==> src/rtl/coal_pkg.sv <==
package coal_pkg;
  localparam int unsigned REG_AW = 4;
  localparam int unsigned REG_DW = 32;
  localparam int unsigned LIM_W  = 7;

  localparam logic [REG_AW-1:0] OFF_CFG  = 4'h0;
  localparam logic [REG_AW-1:0] OFF_STAT = 4'h4;
  localparam logic [REG_AW-1:0] OFF_EN   = 4'h8;

  localparam int unsigned CFG_EN_BIT   = 0;
  localparam int unsigned CFG_CNT_LSB  = 8;
  localparam int unsigned CFG_TIME_LSB = 16;
  localparam int unsigned STAT_BIT     = 0;
  localparam int unsigned EN_BIT       = 0;

  typedef struct packed {
    logic             coal_en;
    logic [LIM_W-1:0] cnt_lim;
    logic [LIM_W-1:0] time_lim;
  } cfg_t;

  localparam cfg_t CFG_RST = '{coal_en: 1'b1, cnt_lim: 7'd20, time_lim: 7'd20};
endpackage

==> src/rtl/coal_regs.sv <==
module coal_regs
  import coal_pkg::*;
(
  input  logic              clk_i,
  input  logic              rst_ni,
  input  logic              we_i,
  input  logic [REG_AW-1:0] addr_i,
  input  logic [REG_DW-1:0] wdata_i,
  input  logic              stat_i,
  output cfg_t              cfg_o,
  output logic              en_o,
  output logic              ack_o,
  output logic [REG_DW-1:0] rdata_o
);
  cfg_t cfg_q;
  logic en_q;
  logic unused_wbits;

  assign unused_wbits = ^wdata_i;
  assign ack_o = we_i && (addr_i == OFF_STAT) && wdata_i[STAT_BIT];

  always_ff @(posedge clk_i or negedge rst_ni) begin
    if (!rst_ni) begin
      cfg_q <= CFG_RST;
      en_q  <= 1'b0;
    end else if (we_i) begin
      if (addr_i == OFF_CFG) begin
        cfg_q.coal_en  <= wdata_i[CFG_EN_BIT];
        cfg_q.cnt_lim  <= wdata_i[CFG_CNT_LSB +: LIM_W];
        cfg_q.time_lim <= wdata_i[CFG_TIME_LSB +: LIM_W];
      end
      if (addr_i == OFF_EN) en_q <= wdata_i[EN_BIT];
    end
  end

  always_comb begin
    rdata_o = '0;
    unique case (addr_i)
      OFF_CFG: begin
        rdata_o[CFG_EN_BIT]             = cfg_q.coal_en;
        rdata_o[CFG_CNT_LSB +: LIM_W]   = cfg_q.cnt_lim;
        rdata_o[CFG_TIME_LSB +: LIM_W]  = cfg_q.time_lim;
      end
      OFF_STAT: rdata_o[STAT_BIT] = stat_i;
      OFF_EN:   rdata_o[EN_BIT]   = en_q;
      default:  rdata_o = '0;
    endcase
  end

  assign cfg_o = cfg_q;
  assign en_o  = en_q;
endmodule

==> src/rtl/coal_tick.sv <==
module coal_tick #(
  parameter int unsigned TICK_CYCLES = 2500
) (
  input  logic clk_i,
  input  logic rst_ni,
  input  logic run_i,
  input  logic clr_i,
  output logic tick_o
);
  localparam int unsigned PW = (TICK_CYCLES > 1) ? $clog2(TICK_CYCLES) : 1;
  localparam logic [PW-1:0] LAST = PW'(TICK_CYCLES - 1);

  logic [PW-1:0] cnt_q;
  logic          wrap;

  assign wrap   = (cnt_q == LAST);
  assign tick_o = run_i && !clr_i && wrap;

  always_ff @(posedge clk_i or negedge rst_ni) begin
    if (!rst_ni)                 cnt_q <= '0;
    else if (clr_i || !run_i)    cnt_q <= '0;
    else if (wrap)               cnt_q <= '0;
    else                         cnt_q <= cnt_q + 1'b1;
  end
endmodule

==> src/rtl/coal_engine.sv <==
module coal_engine
  import coal_pkg::*;
#(
  parameter int unsigned CW = LIM_W + 1
) (
  input  logic          clk_i,
  input  logic          rst_ni,
  input  logic          done_i,
  input  logic          ack_i,
  input  logic          tick_i,
  input  cfg_t          cfg_i,
  output logic [CW-1:0] pend_o,
  output logic          fire_o
);
  logic [CW-1:0] pend_q, pend_base, pend_d;
  logic [CW-1:0] time_q, time_base, time_d;

  function automatic logic [CW-1:0] sat_inc(input logic [CW-1:0] v);
    return (v == '1) ? v : v + 1'b1;
  endfunction

  always_comb begin
    pend_base = ack_i ? '0 : pend_q;
    pend_d    = done_i ? sat_inc(pend_base) : pend_base;
    time_base = ack_i ? '0 : time_q;
    time_d    = (tick_i && !ack_i) ? sat_inc(time_base) : time_base;
  end

  always_ff @(posedge clk_i or negedge rst_ni) begin
    if (!rst_ni) begin
      pend_q <= '0;
      time_q <= '0;
    end else begin
      pend_q <= pend_d;
      time_q <= time_d;
    end
  end

  // threshold test uses the post-update counts so the status lands on the crossing edge
  always_comb begin
    if (cfg_i.coal_en)
      fire_o = (pend_d > {1'b0, cfg_i.cnt_lim}) || (time_d > {1'b0, cfg_i.time_lim});
    else
      fire_o = done_i;
  end

  assign pend_o = pend_q;
endmodule

==> src/rtl/coal_irq.sv <==
module coal_irq
  import coal_pkg::*;
#(
  parameter int unsigned TICK_CYCLES = 2500
) (
  input  logic              clk_i,
  input  logic              rst_ni,
  input  logic              done_i,
  input  logic              we_i,
  input  logic [REG_AW-1:0] addr_i,
  input  logic [REG_DW-1:0] wdata_i,
  output logic [REG_DW-1:0] rdata_o,
  output logic              irq_o
);
  localparam int unsigned CW = LIM_W + 1;

  cfg_t          cfg;
  logic          en_q, ack, tick, fire, stat_q;
  logic [CW-1:0] pend_q;

  coal_regs u_regs (
    .clk_i, .rst_ni, .we_i, .addr_i, .wdata_i,
    .stat_i(stat_q), .cfg_o(cfg), .en_o(en_q), .ack_o(ack), .rdata_o
  );

  coal_tick #(.TICK_CYCLES(TICK_CYCLES)) u_tick (
    .clk_i, .rst_ni, .run_i(pend_q != '0), .clr_i(ack), .tick_o(tick)
  );

  coal_engine #(.CW(CW)) u_eng (
    .clk_i, .rst_ni, .done_i, .ack_i(ack), .tick_i(tick), .cfg_i(cfg),
    .pend_o(pend_q), .fire_o(fire)
  );

  always_ff @(posedge clk_i or negedge rst_ni) begin
    if (!rst_ni) stat_q <= 1'b0;
    else         stat_q <= (stat_q && !ack) || fire;
  end

  assign irq_o = stat_q && en_q;
endmodule

==> config.mk <==
export PLATFORM = sky130hd
export DESIGN_NAME = coal_irq
export DESIGN_NICKNAME = d
export VERILOG_FILES = /design/src/rtl/coal_pkg.sv /design/src/rtl/coal_regs.sv /design/src/rtl/coal_tick.sv /design/src/rtl/coal_engine.sv /design/src/rtl/coal_irq.sv
export SDC_FILE = /design/constraint.sdc
export NUM_CORES = 1
export LEC_CHECK = 0
export BUFFER_PORTS_ARGS = -buffer_cell sky130_fd_sc_hd__buf_2
export CAP_MARGIN = 20
export CORE_UTILIZATION = 45
export CTS_CLUSTER_DIAMETER = 50
export CTS_CLUSTER_SIZE = 8
export DETAILED_ROUTE_END_ITERATION = 16
export GPL_TIMING_DRIVEN = 0
export PLACE_DENSITY = 0.67
export RECOVER_POWER = 25
export SYNTH_ARGS = -nofsm -noshare
export SYNTH_HDL_FRONTEND = slang
export SYNTH_HIERARCHICAL = 1
export SYNTH_SLANG_ARGS = --single-unit
==> constraint.sdc <==
create_clock -name clk_i -period 4.35 [get_ports clk_i]
set_input_delay 0.435 -clock clk_i [delete_from_list [all_inputs] [get_ports clk_i]]
set_output_delay 0.435 -clock clk_i [all_outputs]
set_load 0.005 [all_outputs]
==> results.sh <==
export IMPL_finalSetupTns_ns=0
export IMPL_crit_type="in2reg"
export IMPL_clockBufferDepth=2
export IMPL_busiest_layer="met2"
export IMPL_rsz0062_at_grt="no"
export IMPL_clockRootBuffer="clkbuf_8"
export IMPL_worstMarginPinSlew_ns=1.85
export IMPL_antenna_found_initial=0
export IMPL_status="finished, violations left"
export IMPL_start_util_pct=47.8
export IMPL_synth_simple_area_share_pct=22.9
export IMPL_final_fill_count=567
export IMPL_grt_max_degree=46
export IMPL_synth_area_leader_cell="dfrtp_1"
export IMPL_overflow=0
export IMPL_syn_avg_cell_area_um2=10.2
export IMPL_die_y_um=82.5
export IMPL_cts_resized=0
export IMPL_synth_top_family_by_area="simple AND/OR/NAND/NOR gates"
export IMPL_finalHoldWorstSlack_ns=0.104
export IMPL_dieArea_mm2=0.00680
export IMPL_seq_area_mm2=0.00113
export IMPL_synth_area_leaders="dfrtp_1 (34%), ha_1 (7.7%), mux2_4 (5.7%)"
export IMPL_seq_area_frac_synth_pct=38.8
export IMPL_startpoint="addr_i[3]"
export IMPL_gp_congestion=0.775
export IMPL_crit_buf_inv=3
export IMPL_vias=2184
export IMPL_yosysTopAreaCellShare_pct=34.3
export IMPL_grt_pass1_vias=2026
export IMPL_violations="capacitance limit, slew limit"
export IMPL_critPathMaxFanout=19
export IMPL_hold_viol=0
export IMPL_cts_sinks=45
export IMPL_ant_nets=0
export IMPL_start_kind="input port"
export IMPL_h_tree_depth=2
export IMPL_finalSetupViolations=0
export IMPL_p_leak_uw=0.00169
export IMPL_dp_hpwl_mm=4.15
export IMPL_clkPwrFrac_pct=22.5
export IMPL_synthAdderAreaFrac_pct=7.73
export IMPL_drive_above_1_share_pct=28.9
export IMPL_pwr_share_seq_pct=44.1
export IMPL_grt_pass1_wl_mm=9.14
export IMPL_maxCapViolCount=1
export IMPL_period_share_pct=94.4
export IMPL_wire_per_inst_um=12.7
export IMPL_grt_usage_pct=17.6
export IMPL_die_w_um=82.5
export IMPL_synth_warnings=6
export IMPL_drc=0
export IMPL_final_cell_mix="buf_2 (40), dfrtp_1 (40), inv_1 (21)"
export IMPL_cts_tree="yes"
export IMPL_synth_compound_area_share_pct=10.1
export IMPL_portBuffers=38
export IMPL_io_pins=73
export IMPL_synth_mux_area_share_pct=10.2
export IMPL_nNetsFinal=406
export IMPL_drv_slew=36
export IMPL_syn_area_mm2=0.00292
export IMPL_gr_usage_met2_pct=29.2
export IMPL_core_region_area_mm2=0.00610
export IMPL_use_met1_pct=23.2
export IMPL_cp_top_family="compound AO/OA/AOI/OAI gates"
export IMPL_gr_usage_met3_pct=2.86
export IMPL_fmax_mhz=244
export IMPL_synth_xor_area_share_pct=2.10
export IMPL_async_flop_share_pct=100
export IMPL_clkTransAtPathRegs_ns=0.09
export IMPL_cts_buffers=5
export IMPL_synth_ff_type="dfrtp_1"
export IMPL_power_density_mw_per_mm2=426
export IMPL_synth_cell_types=63
export IMPL_syn_to_final_growth_pct=15.9
export IMPL_crit_top_cell="buf_2"
export IMPL_crit_chain="buf_2 -> nand4b_1 -> nor3_1 -> buf_2 -> buf_2 -> nor2b_1 -> ha_1 -> nand2_1 -> o41ai_4 -> or3_1 -> a21oi_1 -> ha_1 -> a211o_1 -> o211ai_1 -> a32oi_1 -> o41a_1 -> a21o_1"
export IMPL_rows=28
export IMPL_worstSkewPairLatency_ns=0.30
export IMPL_pwr_share_comb_pct=33.4
export IMPL_max_slew_margin_pct=-23.3
export IMPL_drt_initial_drc_count=46
export IMPL_drt_pass1_iter_count=4
export IMPL_p_sw_uw=483
export IMPL_cpPeakStageDelay_ns=0.40
export IMPL_synth_cells=286
export IMPL_synth_edf_count=0
export IMPL_post_cts_repair_setup_buffers=0
export IMPL_num_antenna_cells=0
export IMPL_ys_seq_elements=45
export IMPL_wl_mm=5.38
export IMPL_viasPerCell=5.15
export IMPL_endpoint_kind="register"
export IMPL_slowest_stage="nor3_1"
export IMPL_ir_worst_vdd_uv=211
export IMPL_cp_required_ns=4.54
export IMPL_fin_crit_ns=4.11
export IMPL_hold_class="in2async"
export IMPL_fin_skew_ns=0.0132
export IMPL_r2r_start="u_tick/cnt_q[0]$_DFF_PN0_"
export IMPL_multi_input_comb_area_mm2=0.00161
export IMPL_switching_share_pct=33.6
export IMPL_crit_arrival_ns=4.30
export IMPL_intPower_uw=956
[worst paths after layout]
path                                                end  slack (ns)  cells after the start
max in group asynchronous     u_eng/time_q[3]$_DFF_PN0_        2.11                      2
min reg2reg                   u_tick/cnt_q[0]$_DFF_PN0_        0.51                      1
max reg2reg                            stat_q$_DFF_PN0_        0.76                     13
min                           u_eng/pend_o[4]$_DFF_PN0_        0.10                      1
min in group clk_i         u_regs/cfg_o[10]$_DFFE_PN0P_        0.36                      2
max                                    stat_q$_DFF_PN0_        0.24                     17
[routing by layer]
metal	wire length (um)	up-vias
li1	-	1109
met1	2570	1010
met2	2510	60
met3	222	5
met4	78	0
met5	0	-
[stage by stage]
step                      area, um2  setup slack [ns]  std cells  total power [uW]  utilization, %
after floorplan                2980            0.0897        302               985               -
after global placement         3260            -0.918        415              1100            53.5
after detailed placement       3260            -0.389        416              1120            53.6
after CTS                      3380             0.229        423              1450            55.4
after global routing           3380           0.00148        424              1550            55.4
final                          3380             0.244        424              1440            55.4
[worst reg2reg max path: stages (launching register included)]
cell and delay, ns:
dfrtp_1 0.41, ha_1 0.19, and4bb_1 0.22, nand3_1 0.07
nor3_1 0.41, o41ai_4 0.26, or3_1 0.40, a21oi_1 0.19
ha_1 0.27, a211o_1 0.29, o211ai_1 0.11, a32oi_1 0.12
o41a_1 0.38, a21o_1 0.15
[flip-flops by register name, indices dropped and copies added, names as in the netlist]
name and flops:
u_regs/en_o 1, u_eng/pend_o 8, stat_q 1, u_eng/time_q 8, u_regs/cfg_o 15, u_tick/cnt_q 12
[Yosys cell counts, drive strengths merged (2+ instances only)]
master,count
dfrtp,40
buf,21
inv,21
mux2,20
ha,18
a21oi,15
and2,15
nand3,13
nor2,12
nand2,9
nor2b,9
o21ai,9
nor3,8
or3,8
nand4,6
dfstp,5
xor2,5
nor4,4
o31ai,4
or4,4
and3,3
mux2i,3
nand2b,3
or2,3
a21o,2
nand3b,2
o21bai,2
o22ai,2
xnor2,2
[logic make-up after synthesis]
| logic type | count (synthesis) |
|---|---|
| AND/OR/NAND/NOR | 106 |
| buffers and inverters | 43 |
| XOR/XNOR | 7 |
| AO/OA/AOI/OAI | 43 |
| other | 1 |
| adder cells (fa/ha/maj) | 18 |
| multiplexers | 23 |
| flip-flops | 45 |
[what timing repair did]
action | 4_1_cts | 5_1_grt
hold buffers | 0 | 0
endpoints found under the setup margin | 1 | 0
endpoints found under the hold margin | 0 | 0
[power groups by stage]
stage | Sequential (uW) | Clock [uW] | Combinational, uW
finish | 634 | 324 | 480
global route | 655 | 349 | 547
global placement | 640 | 0 | 457
floorplan | 613 | 0 | 372
CTS | 635 | 335 | 483
detailed placement | 643 | 0 | 480
[cell type report]
class / instances / share of cell area (%)
Multi-Input combinational cell: 214 / 47.6
Sequential cell: 45 / 33.5
Timing Repair Buffer: 40 / 5.85
Buffer: 21 / 4.52
Tap cell: 75 / 2.78
Clock buffer: 7 / 2.55
Inverter: 21 / 2.33
Clock inverter: 1 / 0.889
No activity file was read; power rests on OpenSTA's default activity.
